File: src/rtl/pinfe_pkg.sv
package pinfe_pkg;

   // pin vector layout inside the block
   localparam int PIN_TB      = 0;
   localparam int PIN_EXT     = 1;
   localparam int PIN_SMI     = 2;
   localparam int PIN_MCHK    = 3;
   localparam int PIN_CKSTOP  = 4;
   localparam int PIN_HRESET  = 5;
   localparam int PIN_SRESET  = 6;
   localparam int PIN_COUNT   = 7;

   // pending vector layout seen by the core
   localparam int PND_EXT     = 0;
   localparam int PND_SMI     = 1;
   localparam int PND_MCHK    = 2;
   localparam int PND_SRST    = 3;
   localparam int PND_COUNT   = 4;

   typedef enum logic [1:0] {
      SENSE_LEVEL   = 2'd0,   // bit copies the new level
      SENSE_FALL    = 2'd1    // bit latched on a falling edge only
   } sense_e;

   function automatic int pnd_source(input int b);
      case (b)
         PND_EXT:  return PIN_EXT;
         PND_SMI:  return PIN_SMI;
         PND_MCHK: return PIN_MCHK;
         default:  return PIN_SRESET;
      endcase
   endfunction

   function automatic sense_e pnd_sense(input int b);
      return (b == PND_MCHK) ? SENSE_FALL : SENSE_LEVEL;
   endfunction

endpackage

File: src/rtl/pinfe_sync.sv
module pinfe_sync #(
   parameter int               W      = 7,
   parameter int               STAGES = 2,
   parameter logic [W-1:0]     IDLE   = '0
) (
   input  logic         clk,
   input  logic         rst_n,
   input  logic [W-1:0] d,
   output logic [W-1:0] q
);

   logic [W-1:0] stg [STAGES];

   always_ff @(posedge clk or negedge rst_n) begin
      if (!rst_n) stg[0] <= IDLE;
      else        stg[0] <= d;
   end

   for (genvar k = 1; k < STAGES; k++) begin : g_stage
      always_ff @(posedge clk or negedge rst_n) begin
         if (!rst_n) stg[k] <= IDLE;
         else        stg[k] <= stg[k-1];
      end
   end

   assign q = stg[STAGES-1];

endmodule

File: src/rtl/pinfe_change.sv
module pinfe_change #(
   parameter int           W    = 7,
   parameter logic [W-1:0] IDLE = '0
) (
   input  logic         clk,
   input  logic         rst_n,
   input  logic [W-1:0] lvl,
   output logic [W-1:0] chg
);

   logic [W-1:0] seen;

   always_ff @(posedge clk or negedge rst_n) begin
      if (!rst_n) seen <= IDLE;
      else        seen <= lvl;
   end

   assign chg = lvl ^ seen;

endmodule

File: src/rtl/pinfe_pending.sv
module pinfe_pending #(
   parameter int W = 4
) (
   input  logic         clk,
   input  logic         rst_n,
   input  logic [W-1:0] set_v,
   input  logic [W-1:0] drop_v,
   input  logic [W-1:0] ack,
   output logic [W-1:0] pend
);

   logic [W-1:0] pend_q;

   // a setting event outranks both acknowledge and level drop
   always_ff @(posedge clk or negedge rst_n) begin
      if (!rst_n) pend_q <= '0;
      else        pend_q <= (pend_q & ~ack & ~drop_v) | set_v;
   end

   assign pend = pend_q;

endmodule

File: src/rtl/pinfe_ctrl.sv
module pinfe_ctrl #(
   parameter logic TB_RST = 1'b1
) (
   input  logic clk,
   input  logic rst_n,
   input  logic tb_chg,
   input  logic tb_lvl,
   input  logic stop_fall,
   input  logic hrst_fall,
   output logic tb_run,
   output logic stopped,
   output logic rst_req
);

   always_ff @(posedge clk or negedge rst_n) begin
      if (!rst_n) begin
         tb_run  <= TB_RST;
         stopped <= 1'b0;
         rst_req <= 1'b0;
      end else begin
         if (tb_chg)    tb_run  <= tb_lvl;
         if (stop_fall) stopped <= 1'b1;
         rst_req <= hrst_fall;
      end
   end

endmodule

File: src/rtl/cpu_pin_frontend.sv
module cpu_pin_frontend
   import pinfe_pkg::*;
#(
   parameter int   SYNC_STAGES = 2,
   parameter logic TB_RUN_RST  = 1'b1
) (
   input  logic                 clk,
   input  logic                 rst_n,
   input  logic                 pin_tb_run,
   input  logic                 pin_ext_irq,
   input  logic                 pin_smi,
   input  logic                 pin_mchk,
   input  logic                 pin_ckstop_n,
   input  logic                 pin_hreset_n,
   input  logic                 pin_sreset,
   input  logic [PND_COUNT-1:0] pend_ack,
   output logic [PND_COUNT-1:0] pending,
   output logic                 hard_irq,
   output logic                 tb_run,
   output logic                 core_stop,
   output logic                 sys_reset_req
);

   // idle levels: active-low pins rest high, time base rests at its reset state
   localparam logic [PIN_COUNT-1:0] IDLE_LV =
      {1'b0, 1'b1, 1'b1, 1'b0, 1'b0, 1'b0, TB_RUN_RST};

   if (SYNC_STAGES < 1 || SYNC_STAGES > 4) begin : g_bad_sync
      $error("SYNC_STAGES must lie in 1..4");
   end

   logic [PIN_COUNT-1:0] raw, lvl, chg;
   logic [PND_COUNT-1:0] set_v, drop_v;

   assign raw[PIN_TB]     = pin_tb_run;
   assign raw[PIN_EXT]    = pin_ext_irq;
   assign raw[PIN_SMI]    = pin_smi;
   assign raw[PIN_MCHK]   = pin_mchk;
   assign raw[PIN_CKSTOP] = pin_ckstop_n;
   assign raw[PIN_HRESET] = pin_hreset_n;
   assign raw[PIN_SRESET] = pin_sreset;

   pinfe_sync #(.W(PIN_COUNT), .STAGES(SYNC_STAGES), .IDLE(IDLE_LV)) u_sync (
      .clk(clk), .rst_n(rst_n), .d(raw), .q(lvl));

   pinfe_change #(.W(PIN_COUNT), .IDLE(IDLE_LV)) u_chg (
      .clk(clk), .rst_n(rst_n), .lvl(lvl), .chg(chg));

   for (genvar b = 0; b < PND_COUNT; b++) begin : g_pnd
      localparam int SRC = pnd_source(b);
      if (pnd_sense(b) == SENSE_FALL) begin : g_fall
         assign set_v[b]  = chg[SRC] & ~lvl[SRC];
         assign drop_v[b] = 1'b0;
      end else begin : g_level
         assign set_v[b]  = chg[SRC] &  lvl[SRC];
         assign drop_v[b] = chg[SRC] & ~lvl[SRC];
      end
   end

   pinfe_pending #(.W(PND_COUNT)) u_pend (
      .clk(clk), .rst_n(rst_n), .set_v(set_v), .drop_v(drop_v),
      .ack(pend_ack), .pend(pending));

   pinfe_ctrl #(.TB_RST(TB_RUN_RST)) u_ctrl (
      .clk(clk), .rst_n(rst_n),
      .tb_chg(chg[PIN_TB]), .tb_lvl(lvl[PIN_TB]),
      .stop_fall(chg[PIN_CKSTOP] & ~lvl[PIN_CKSTOP]),
      .hrst_fall(chg[PIN_HRESET] & ~lvl[PIN_HRESET]),
      .tb_run(tb_run), .stopped(core_stop), .rst_req(sys_reset_req));

   assign hard_irq = |pending;

endmodule

File: config.mk
export PLATFORM = sky130hd
export DESIGN_NAME = cpu_pin_frontend
export DESIGN_NICKNAME = d
export VERILOG_FILES = /design/src/rtl/pinfe_pkg.sv /design/src/rtl/pinfe_sync.sv /design/src/rtl/pinfe_change.sv /design/src/rtl/pinfe_pending.sv /design/src/rtl/pinfe_ctrl.sv /design/src/rtl/cpu_pin_frontend.sv
export SDC_FILE = /design/constraint.sdc
export NUM_CORES = 1
export LEC_CHECK = 0
export ABC_AREA = 1
export BUFFER_PORTS_ARGS = -buffer_cell sky130_fd_sc_hd__buf_4
export CORE_ASPECT_RATIO = 1.4
export CORE_MARGIN = 1
export CORE_UTILIZATION = 40
export CTS_CLUSTER_DIAMETER = 150
export DETAILED_ROUTE_END_ITERATION = 10
export PLACE_DENSITY = 0.75
export SETUP_SLACK_MARGIN = 0.05
export SYNTH_ARGS = -nofsm -noshare
export SYNTH_HDL_FRONTEND = slang
export SYNTH_SLANG_ARGS = --single-unit
File: constraint.sdc
create_clock -name clk -period 1.3 [get_ports clk]
set_input_delay 0 -clock clk [delete_from_list [all_inputs] [get_ports clk]]
set_output_delay 0 -clock clk [all_outputs]
set_load 0.005 [all_outputs]
==> results by group, run 1 <==
Status
  • Status: complete, no violations

Timing
  • # setup viols final: 0
  • Slew headroom: 77.7%
  • Fmax: 970 MHz
  • RSZ-0062 raised after global routing: no
  • Setup TNS: 0 ps
  • Final Max Tran Viols: 0
  • Final hold vios: 0
  • Clock skew: 7.80 ps
  • Actual transition at the worst max-transition pin: 335 ps
  • Final Cycle Share: 79.3%
  • Minimum clock period: 1030 ps

Routing
  • Routed WL: 1180 um
  • DRC: 0
  • Vias per cell: 4.21
  • Via count: 509
  • Remaining antenna violation count: 0
  • Initial DRC Count: 3
  • Drt wl/cell: 9.74 um
  • Detailed Routing Iterations Pass 1: 2

Floorplanning
  • Initial Utilization: 43.3%
  • Die footprint: 0.00235 sq mm
  • Die Y: 57.0 um
  • Core area: 0.00200 sq mm
  • Row count: 19
  • Top Ports: 21
  • Die width: 41.3 um

Synthesis
  • Synthesized instance count: 64
  • Asr flop ratio synth: 100%
  • Avg Inst Size Synth: 13.5 sq um
  • Largest family of logic cells by synthesized area: simple AND/OR/NAND/NOR gates
  • Sequential fraction of the synthesis area: 82.5%
  • Yosys top cell by area: dfrtp_1
  • Commonest cells in the netlist: dfrtp_1, nand2_1, inv_1, dfstp_2, nor2_2
  • Unique masters post-synth: 10
  • Share of the synthesized area in the top cell type: 52.1%
  • Mux share of post-synthesis cell area: 0%
  • Synth Area in Compound Gates: 2.03%
  • Synthesis Warnings: 0
  • Synth Area in XOR/XNOR: 0%
  • Main flop type after synthesis: dfrtp_1
  • Adder-Cell Fraction of Synth Area: 0%
  • Mapped cell area: 865 sq um
  • Post-synth EDFFs: 0
  • Most frequent cell after synthesis: dfrtp_1
  • FF+latch count, synth: 28
  • Syn nets: 77
  • Simple-Gate Fraction of Synth Area: 9.84%
  • Synth area leaders: dfrtp_1, dfstp_2, nand2_1

Cells and area
  • Core Util, Final: 60.0%
  • Fraction of layout cells with a size suffix above 1: 37.0%
  • Area Growth Syn to Fin: 38.5%
  • Fill cell count: 172
  • Fin nets: 114
  • Antenna diodes: 0

Power and ir drop
  • Max VDD drop: 956 uV
  • Total power draw: 0.00149 W
  • Clock power share: 27.0%
  • Combinational share of power: 9.1%
  • P_leak: 0.600 nW
  • Cell-internal power: 0.00119 W
  • NetSw: 0.000308 W
  • Flop pwr share: 64.0%
  • Sw frac: 20.6%
  • P per Cell Area: 1250 mW/mm^2

Clock tree
  • Resize count post-CTS: 0
  • Clock root cell: clkbuf_4
  • Clock Tree Buf Depth: 2
  • Clock transition time at the flip-flop clock pins of the worst setup and hold paths: 140 ps
  • Worst-skew pair later-pin latency: 320 ps
  • Max H-tree Level: 1
  • Total CTS buffers: 3
  • CTS tree: done
  • Clock Sinks: 28

Worst setup path
  • Worst Setup End Kind: output port
  • RR Endpoint: u_ctrl.tb_run
  • Crit-path max FO: 2
  • CP Launch Type: flip-flop
  • RR Startpoint: u_sync.q[0]
  • Worst r2r path cells: 2
  • R2r setup slk: 500 ps
  • Worst Path Arrival: 1030 ps
  • Critical path type: flip-flop to output port
  • Req. time, crit path: 1300 ps

Place
  • HPWL after detailed placement: 822 um
  • Number of I/O port buffers: 20
  • GP Congestion: 0.568

Hold path
  • Hold Crit Class: input pin to async pin

Job
  • Max cap viols: 0

Global route
  • Initial antenna violation count: 0
  • Grt total ovfl: 0
  • Global-route usage over all layers: 12.4%
  • First-pass GRT wire length: 1930 um
  • Largest net degree at the start of global routing: 29
  • Vias in the first global route: 493
## timing repair
| action | 4_1_cts | 5_1_grt |
|---|---|---|
| endpoints found under the hold margin | 39 | 0 |
| hold buffers | 12 | 0 |
| setup buffers | 0 | 0 |
| setup endpoints to repair | 0 | 0 |
## cell families after synthesis
group | Yosys count
AO/OA/AOI/OAI | 3
AND/OR/NAND/NOR | 20
buffers and inverters | 13
flip-flops | 28
## placed cells by master (no fill, tap or decap)
| cell | instances |
|---|---|
| nand2_1 | 14 |
| nor2_2 | 3 |
| o21ai_0 | 1 |
| dlygate4sd3_1 | 12 |
| inv_1 | 13 |
| a21oi_1 | 1 |
| clkbuf_4 | 3 |
| dfrtp_1 | 18 |
| nand4_1 | 1 |
| dfstp_2 | 10 |
| clkbuf_8 | 1 |
| buf_4 | 20 |
| o21bai_1 | 1 |
| nor2_1 | 2 |
## per-stage QoR
| stage | instances | setup WS, ps | hold WS, ps | area, sq um |
|---|---|---|---|---|
| floorplan | 64 | 551 | -296 | 865 |
| global placement | 105 | 551 | -80.9 | 1040 |
| detailed placement | 105 | 524 | -72.1 | 1040 |
| CTS | 121 | 252 | 108 | 1200 |
| global route | 121 | 177 | 102 | 1200 |
| finish | 121 | 269 | 106 | 1200 |
## worst max-delay path, stage by stage, from the launching register on
cell and delay (ps):
dfrtp_1 410, inv_1 90, nand4_1 80, buf_4 140
## how the worst max path moves through the flow
stage / start / cells after the start / slack, ps / endpoint
CTS: u_pend.pend[1] / 3 / 250 / hard_irq
detailed placement: u_sync.q[0] / 2 / 520 / u_ctrl.tb_run
global route: u_pend.pend[0] / 3 / 180 / hard_irq
finish: u_pend.pend[0] / 3 / 270 / hard_irq
floorplan: u_ctrl.tb_run / 2 / 550 / u_ctrl.tb_run
global placement: u_ctrl.tb_run / 2 / 550 / u_ctrl.tb_run
## power groups by stage
stage	registers (W)	clock network (W)	logic [W]
finish	0.000955	0.000403	0.000136
global route	0.000963	0.000453	0.000152
CTS	0.000956	0.000417	0.000138
detailed placement	0.000972	0	0.000110
global placement	0.000967	0	0.000106
floorplan	0.000969	0	0.0000308
## metal layers
layer  global-route usage (%)  share of wire (%)  up-vias
li1                         -                  -      255
met1                     13.9                 43      232
met2                     20.1                 49       18
met3                     3.50                4.8        4
met4                     6.91                2.1        0
met5                        0                  0        -
## state kept, by name, summed over array words and instances (netlist names)
| signal | count |
|---|---|
| u_ctrl.stopped | 1 |
| u_sync.stg | 7 |
| u_pend.pend | 4 |
| u_ctrl.tb_run | 1 |
| u_ctrl.rst_req | 1 |
| u_sync.q | 7 |
| u_chg.seen | 7 |
## area by class of cell
type / count / area (sq um) / share of cell area, %
Clock buffer: 4 / 36.3 / 3.03
Inverter: 13 / 48.8 / 4.08
Multi-Input combinational cell: 23 / 103 / 8.57
Sequential cell: 28 / 713 / 59.6
Tap cell: 21 / 26.3 / 2.19
Timing Repair Buffer: 32 / 270 / 22.6
Note: power is estimated with default switching activity, not from simulation.
==> run 2: changes to the inputs <==
Settings changed: PLACE_DENSITY 0.75 to 0.77.
Clock period 1.3 ns to 0.9 ns, I/O delays scaled along.
==> run 2 against run 1 <==
Core utilization rose by 5.8 points. First-iteration DRC count unchanged. Non-clock buffer count rose by 9. Clock skew shrank 6.6 ps. Design area up 9.6%. Sequential power rose by 46%. The run now ends with setup timing left. Register-to-register slack worse by 500 ps. Critical path type unchanged. Combinational power grew 100%. Flip-flop and latch count did not move.
==> results by group, run 2 (synthesis results as in run 1) <==
Cells and area
  • Antenna diodes: 0 (unchanged)
  • Sequential Area: 713 sq um (unchanged)
  • Area occupied by multi-input gates: 109 sq um (+6.1%)
  • Most common cell after layout, fill and taps aside: buf_4
  • Fill cell count: 157 (-8.7%)
  • Fraction of layout cells with a size suffix above 1: 46.8% (+9.8 points)
  • Area Growth Syn to Fin: 51.8%
  • Fin nets: 123 (+7.9%)
  • Most frequent cells in the layout: buf_4, dfrtp_1, nand2_1

Routing
  • Via count: 582 (+14%)
  • Remaining antenna violation count: 0 (unchanged)
  • Initial DRC Count: 3 (unchanged)
  • Routed WL: 1320 um (+12%)
  • Detailed Routing Iterations Pass 1: 2 (unchanged)
  • DRC: 0 (unchanged)
  • Drt wl/cell: 10.2 um (+4.6%)
  • Vias per cell: 4.48 (+6.4%)

Hold path
  • Hold Crit Class: input pin to async pin

Global route
  • Grt total ovfl: 0 (unchanged)
  • First-pass GRT wire length: 2250 um (+16%)
  • Vias in the first global route: 600 (+22%)
  • Initial antenna violation count: 0 (unchanged)
  • Global-route usage over all layers: 14.6% (+2.2 points)
  • Largest net degree at the start of global routing: 29 (unchanged)

Floorplanning
  • Die Y: 57.0 um (unchanged)
  • Top Ports: 21 (unchanged)
  • Die width: 41.3 um (unchanged)
  • Row count: 19 (unchanged)
  • Initial Utilization: 43.3% (unchanged)
  • Core area: 0.00200 sq mm (unchanged)
  • Die footprint: 0.00235 sq mm (unchanged)

Worst setup path
  • RR Startpoint: u_pend.pend[3]
  • Req. time, crit path: 900 ps (-400 ps)
  • Critical path type: flip-flop to output port
  • Crit-path max FO: 2 (unchanged)
  • Worst Setup End Kind: output port
  • R2r setup slk: 0 ps (-500 ps)
  • CP Launch Type: flip-flop
  • Worst r2r path cells: 6 (+4)
  • RR Endpoint: u_pend.pend[3]
  • Worst Path Arrival: 1020 ps (about the same)

Place
  • HPWL after detailed placement: 784 um (-4.6%)
  • GP Congestion: 0.665 (+17%)
  • Number of I/O port buffers: 20 (unchanged)

Clock tree
  • Clock Sinks: 28 (unchanged)
  • Worst-skew pair later-pin latency: 320 ps (about the same)
  • Clock root cell: clkbuf_4
  • Clock Tree Buf Depth: 2 (unchanged)
  • CTS tree: done
  • Total CTS buffers: 3 (unchanged)
  • Clock transition time at the flip-flop clock pins of the worst setup and hold paths: 140 ps (about the same)
  • Max H-tree Level: 1 (unchanged)

Timing
  • Min Hold Slack: 101 ps (-4.80 ps)
  • Slew headroom: 78.5% (+0.87 points)
  • Final Max Tran Viols: 0 (unchanged)
  • # setup viols final: 6 (+6)
  • Setup TNS: -485 ps (-485 ps)
  • Actual transition at the worst max-transition pin: 322 ps (-13.1 ps)
  • RSZ-0062 raised after global routing: yes
  • Fmax: 979 MHz
  • Final hold vios: 0 (unchanged)
  • Final Cycle Share: 114%
  • Minimum clock period: 1020 ps
  • Setup WS post-layout: -122 ps (-391 ps)
  • Clock skew: 1.17 ps (-6.63 ps)

Power and ir drop
  • P_leak: 0.657 nW (+9.5%)
  • Max VDD drop: 1380 uV (+44%)
  • P per Cell Area: 1780 mW/mm^2 (+43%)

Status
  • Failing checks: setup timing
  • Status: finished, violations left

Job
  • Max cap viols: 0 (unchanged)
[run 2: per-stage QoR]
stage	total power (W)	std cells	util (%)	cell area [sq um]	setup slack (ps)
finish	0.00234	130	65.7	1310	-122
detailed placement	0.00156	105	52.1	1040	130
floorplan	0.00144	64	-	865	151
global route	0.00244	130	65.7	1310	-191
global placement	0.00155	105	52.1	1040	150
CTS	0.00235	128	64.5	1290	-140
[run 2: critical path: stages (launching register included)]
cell and delay [ps]:
dfrtp_1 420, inv_2 60, nand4_1 80, buf_4 140
[run 2: per-layer routing]
metal | wire length (um) | track usage (%) | share of wire, %
met5 | 0 | 0 | 0
met4 | 48 | 9.68 | 3.6
met3 | 43 | 3.89 | 3.2
met2 | 767 | 23.0 | 58
met1 | 464 | 16.4 | 35
[run 2: cell type report]
class	instances	area share [%]
Clock buffer	4	3.62
Inverter	13	3.72
Multi-Input combinational cell	23	8.29
Sequential cell	28	54.3
Tap cell	21	2.00
Timing Repair Buffer	41	28.0
[run 2: worst max-delay path by stage]
stage,from,slack [ps],end,depth (start not counted)
after global placement,u_ctrl.tb_run,150,u_ctrl.tb_run,2
after CTS,u_pend.pend[0],-140,hard_irq,3
after floorplan,u_ctrl.tb_run,150,u_ctrl.tb_run,2
after detailed placement,u_ctrl.tb_run,130,u_ctrl.tb_run,2
after global routing,u_pend.pend[0],-190,hard_irq,3
final,u_pend.pend[1],-120,hard_irq,3
[run 2: report_power, final]
| part | internal [W] | leakage [nW] | switching (W) | total (W) |
|---|---|---|---|---|
| clock | 0.000339 | 0.0261 | 0.000337 | 0.000677 |
| sequential | 0.00135 | 0.316 | 0.0000368 | 0.00139 |
| combinational | 0.000178 | 0.315 | 0.0000970 | 0.000275 |
[run 2: what timing repair did]
action                     CTS  global route
gates cloned                 0             0
setup endpoints to repair    8             9
hold endpoints to repair    39             0
hold buffers                12             0
pin swaps                    0             3
resized for setup           10             3
setup buffers                7             2
==> run 3: changes to the inputs <==
Settings changed: ABC_AREA 1 to 0.
==> run 3 against run 2 <==
The run still ends with setup timing left. Cell count fell by 19%. Combinational power fell by 12%. Sequential share of layout area rose by 4.0 points. Area after synthesis fell by 4.6%. Sequential power barely moved. Register-to-register slack got worse by 140 ps. Core utilization fell by 3.0 points.
==> results by group, run 3 <==
Synthesis
  • Syn nets: 60 (-22%)
  • Avg Inst Size Synth: 17.5 sq um (+30%)
  • Synth Area in XOR/XNOR: 0% (unchanged)
  • Synth area leaders: dfrtp_1, dfstp_2, maj3_1
  • Commonest cells in the netlist: dfrtp_1, dfstp_2, inv_1, nor2b_1, maj3_1
  • Most frequent cell after synthesis: dfrtp_1
  • Largest family of logic cells by synthesized area: simple AND/OR/NAND/NOR gates
  • Simple-Gate Fraction of Synth Area: 4.86% (-5.0 points)
  • Unique masters post-synth: 11 (+1)
  • Synthesized instance count: 47 (-27%)
  • Sequential fraction of the synthesis area: 86.5% (+4.0 points)
  • Mapped cell area: 825 sq um (-4.6%)
  • Share of the synthesized area in the top cell type: 54.6% (+2.5 points)
  • FF+latch count, synth: 28 (unchanged)
  • Yosys top cell by area: dfrtp_1
  • Asr flop ratio synth: 100% (unchanged)
  • Synth Area in Compound Gates: 2.28% (+0.25 points)
  • Main flop type after synthesis: dfrtp_1
  • Synthesis Warnings: 0 (unchanged)
  • Mux share of post-synthesis cell area: 0% (unchanged)
  • Post-synth EDFFs: 0 (unchanged)
  • Adder-Cell Fraction of Synth Area: 3.64% (+3.6 points)

Power and ir drop
  • Total power draw: 0.00211 W (-9.8%)
  • P per Cell Area: 1720 mW/mm^2 (-3.1%)
  • Max VDD drop: 1350 uV (-1.9%)
  • P_leak: 0.571 nW (-13%)

Job
  • Max cap viols: 0 (unchanged)

Clock tree
  • Clock root cell: clkbuf_4
  • Max H-tree Level: 1 (unchanged)
  • Clock Tree Buf Depth: 2 (unchanged)
  • Clock Sinks: 28 (unchanged)
  • Worst-skew pair later-pin latency: 310 ps (about the same)
  • CTS tree: done
  • Total CTS buffers: 3 (unchanged)
  • Clock transition time at the flip-flop clock pins of the worst setup and hold paths: 130 ps (about the same)

Place
  • Dpl cells: 89 (-15%)
  • Number of I/O port buffers: 20 (unchanged)
  • Post-Place Worst Slack: -122 ps (-251 ps)
  • GP Congestion: 0.584 (-12%)

Status
  • Status: finished, violations left
  • Failing checks: setup timing

Floorplanning
  • Initial Utilization: 42.3% (-1.0 points)
  • Die Y: 55.7 um (-2.3%)
  • Die footprint: 0.00225 sq mm (-4.4%)
  • Top Ports: 21 (unchanged)
  • Die width: 40.4 um (-2.2%)
  • Core area: 0.00195 sq mm (-2.4%)
  • Row count: 19 (unchanged)

Timing
  • Setup WS post-layout: -468 ps (-346 ps)
  • Minimum clock period: 1370 ps (+346 ps)
  • Final hold vios: 0 (unchanged)
  • # setup viols final: 8 (+2)
  • Final Cycle Share: 152% (+38 points)
  • Setup TNS: -966 ps (-482 ps)
  • Actual transition at the worst max-transition pin: 329 ps (+7.43 ps)
  • Fmax: 731 MHz (-25%)
  • Slew headroom: 78.0% (-0.50 points)
  • RSZ-0062 raised after global routing: yes
  • Final Max Tran Viols: 0 (unchanged)
  • Clock skew: 2.37 ps (+1.20 ps)

Cells and area
  • Fill cell count: 152 (-3.2%)
  • Fraction of layout cells with a size suffix above 1: 54.8% (+8.0 points)
  • Most frequent cells in the layout: dfrtp_1, buf_4, dfstp_2
  • Core Util, Final: 62.7% (-3.0 points)
  • Most common cell after layout, fill and taps aside: dfrtp_1
  • Fin nets: 98 (-20%)
  • Final non-filler cell total: 105 (-19%)
  • Antenna diodes: 0 (unchanged)
  • Area occupied by multi-input gates: 130 sq um (+20%)
  • Sequential Area: 713 sq um (unchanged)
  • Area Growth Syn to Fin: 48.3%

Routing
  • Routed WL: 1030 um (-22%)
  • Detailed Routing Iterations Pass 1: 2 (unchanged)
  • Vias per cell: 4.39 (-1.9%)
  • Remaining antenna violation count: 0 (unchanged)
  • DRC: 0 (unchanged)
  • Via count: 461 (-21%)
  • Drt wl/cell: 9.84 um (-3.4%)
  • Initial DRC Count: 1 (-2)

Worst setup path
  • Critical path type: flip-flop to output port
  • Worst Setup End Kind: output port
  • CP Launch Type: flip-flop
  • Crit-path max FO: 2 (unchanged)
  • Worst Path Arrival: 1370 ps (+350 ps)
  • Req. time, crit path: 900 ps (about the same)

Hold path
  • Hold Crit Class: input pin to flip-flop

Global route
  • Vias in the first global route: 414 (-31%)
  • Initial antenna violation count: 0 (unchanged)
  • Grt total ovfl: 0 (unchanged)
  • First-pass GRT wire length: 1730 um (-23%)
  • Global-route usage over all layers: 11.6% (-3.1 points)
  • Largest net degree at the start of global routing: 29 (unchanged)
-- run 3: cell types whose count changed in the layout (fill, tap and decap cells not counted), sizes merged, moves of 3 or more --
cell and delta:
dlygate4sd3 -3, nand2 -13, nor2 -4, maj3 +3
inv -7, buf -5, nor2b +4
-- run 3: power breakdown --
group	leakage (nW)	switching, W	internal (W)
logic	0.240	0.0000775	0.000164
clock network	0.0150	0.000312	0.000173
registers	0.316	0.0000334	0.00135
total	0.571	0.000423	0.00168
-- run 3: path summary, 6_finish.rpt --
kind                                       end  slack, ps  cells past startpoint            from
worst max-delay path                  hard_irq       -470                      2  u_pend.pend[1]
worst min-delay path            u_pend.pend[3]         80                      3     pend_ack[3]
worst min register to register     u_sync.q[1]        360                      0   u_sync.stg[8]
max in group asynchronous        u_ctrl.tb_run        490                      2           rst_n
min in group asynchronous       u_sync.stg[10]        110                      2           rst_n
worst max register to register  u_pend.pend[1]       -140                      3  u_pend.pend[1]
-- run 3: repair_timing --
item                                    4_1_cts  5_1_grt
buffers inserted                              3        1
endpoints found under the setup margin       10       12
hold endpoints to repair                     36        0
gates resized for setup                       8        9
hold buffers                                  9        0
pin swaps                                     2        4
-- run 3: metal layers --
metal / global-route usage [%] / share of wire [%] / vias up
met5: 0 / 0 / -
met4: 8.57 / 1.2 / 0
met3: 3.60 / 4.8 / 2
met2: 14.5 / 52 / 15
met1: 16.6 / 42 / 222
li1: - / - / 222
-- run 3: logic make-up (layout without fill, tap and decap cells) --
kind of cell    count (synthesis)  in the layout
compound gates                  3              3
fa+ha+maj                       3              3
buf+inv                         6             43
simple gates                    7              7
flops                          28             28
-- run 3: cell type report --
type                            instances  share of cell area [%]
Sequential cell                        28                    58.3
Timing Repair Buffer                   33                    24.9
Multi-Input combinational cell         13                    10.6
Clock buffer                            4                    2.15
Tap cell                               21                    2.15
Inverter                                6                    1.84
-- run 3: metrics by stage --
| step | area (sq um) | hold WS [ps] |
|---|---|---|
| 3_3_place_gp | 1010 | -81.1 |
| 4_1_cts | 1190 | 71.0 |
| 3_5_place_dp | 1010 | -72.7 |
| 6_report | 1220 | 80.8 |
| 5_1_grt | 1220 | 73.6 |
| 2_1_floorplan | 828 | -296 |
-- run 3: worst max-delay path, cell delays in order, from the launching register on --
cell,delay (ps)
dfrtp_1,400
or4_4,530
buf_6,130
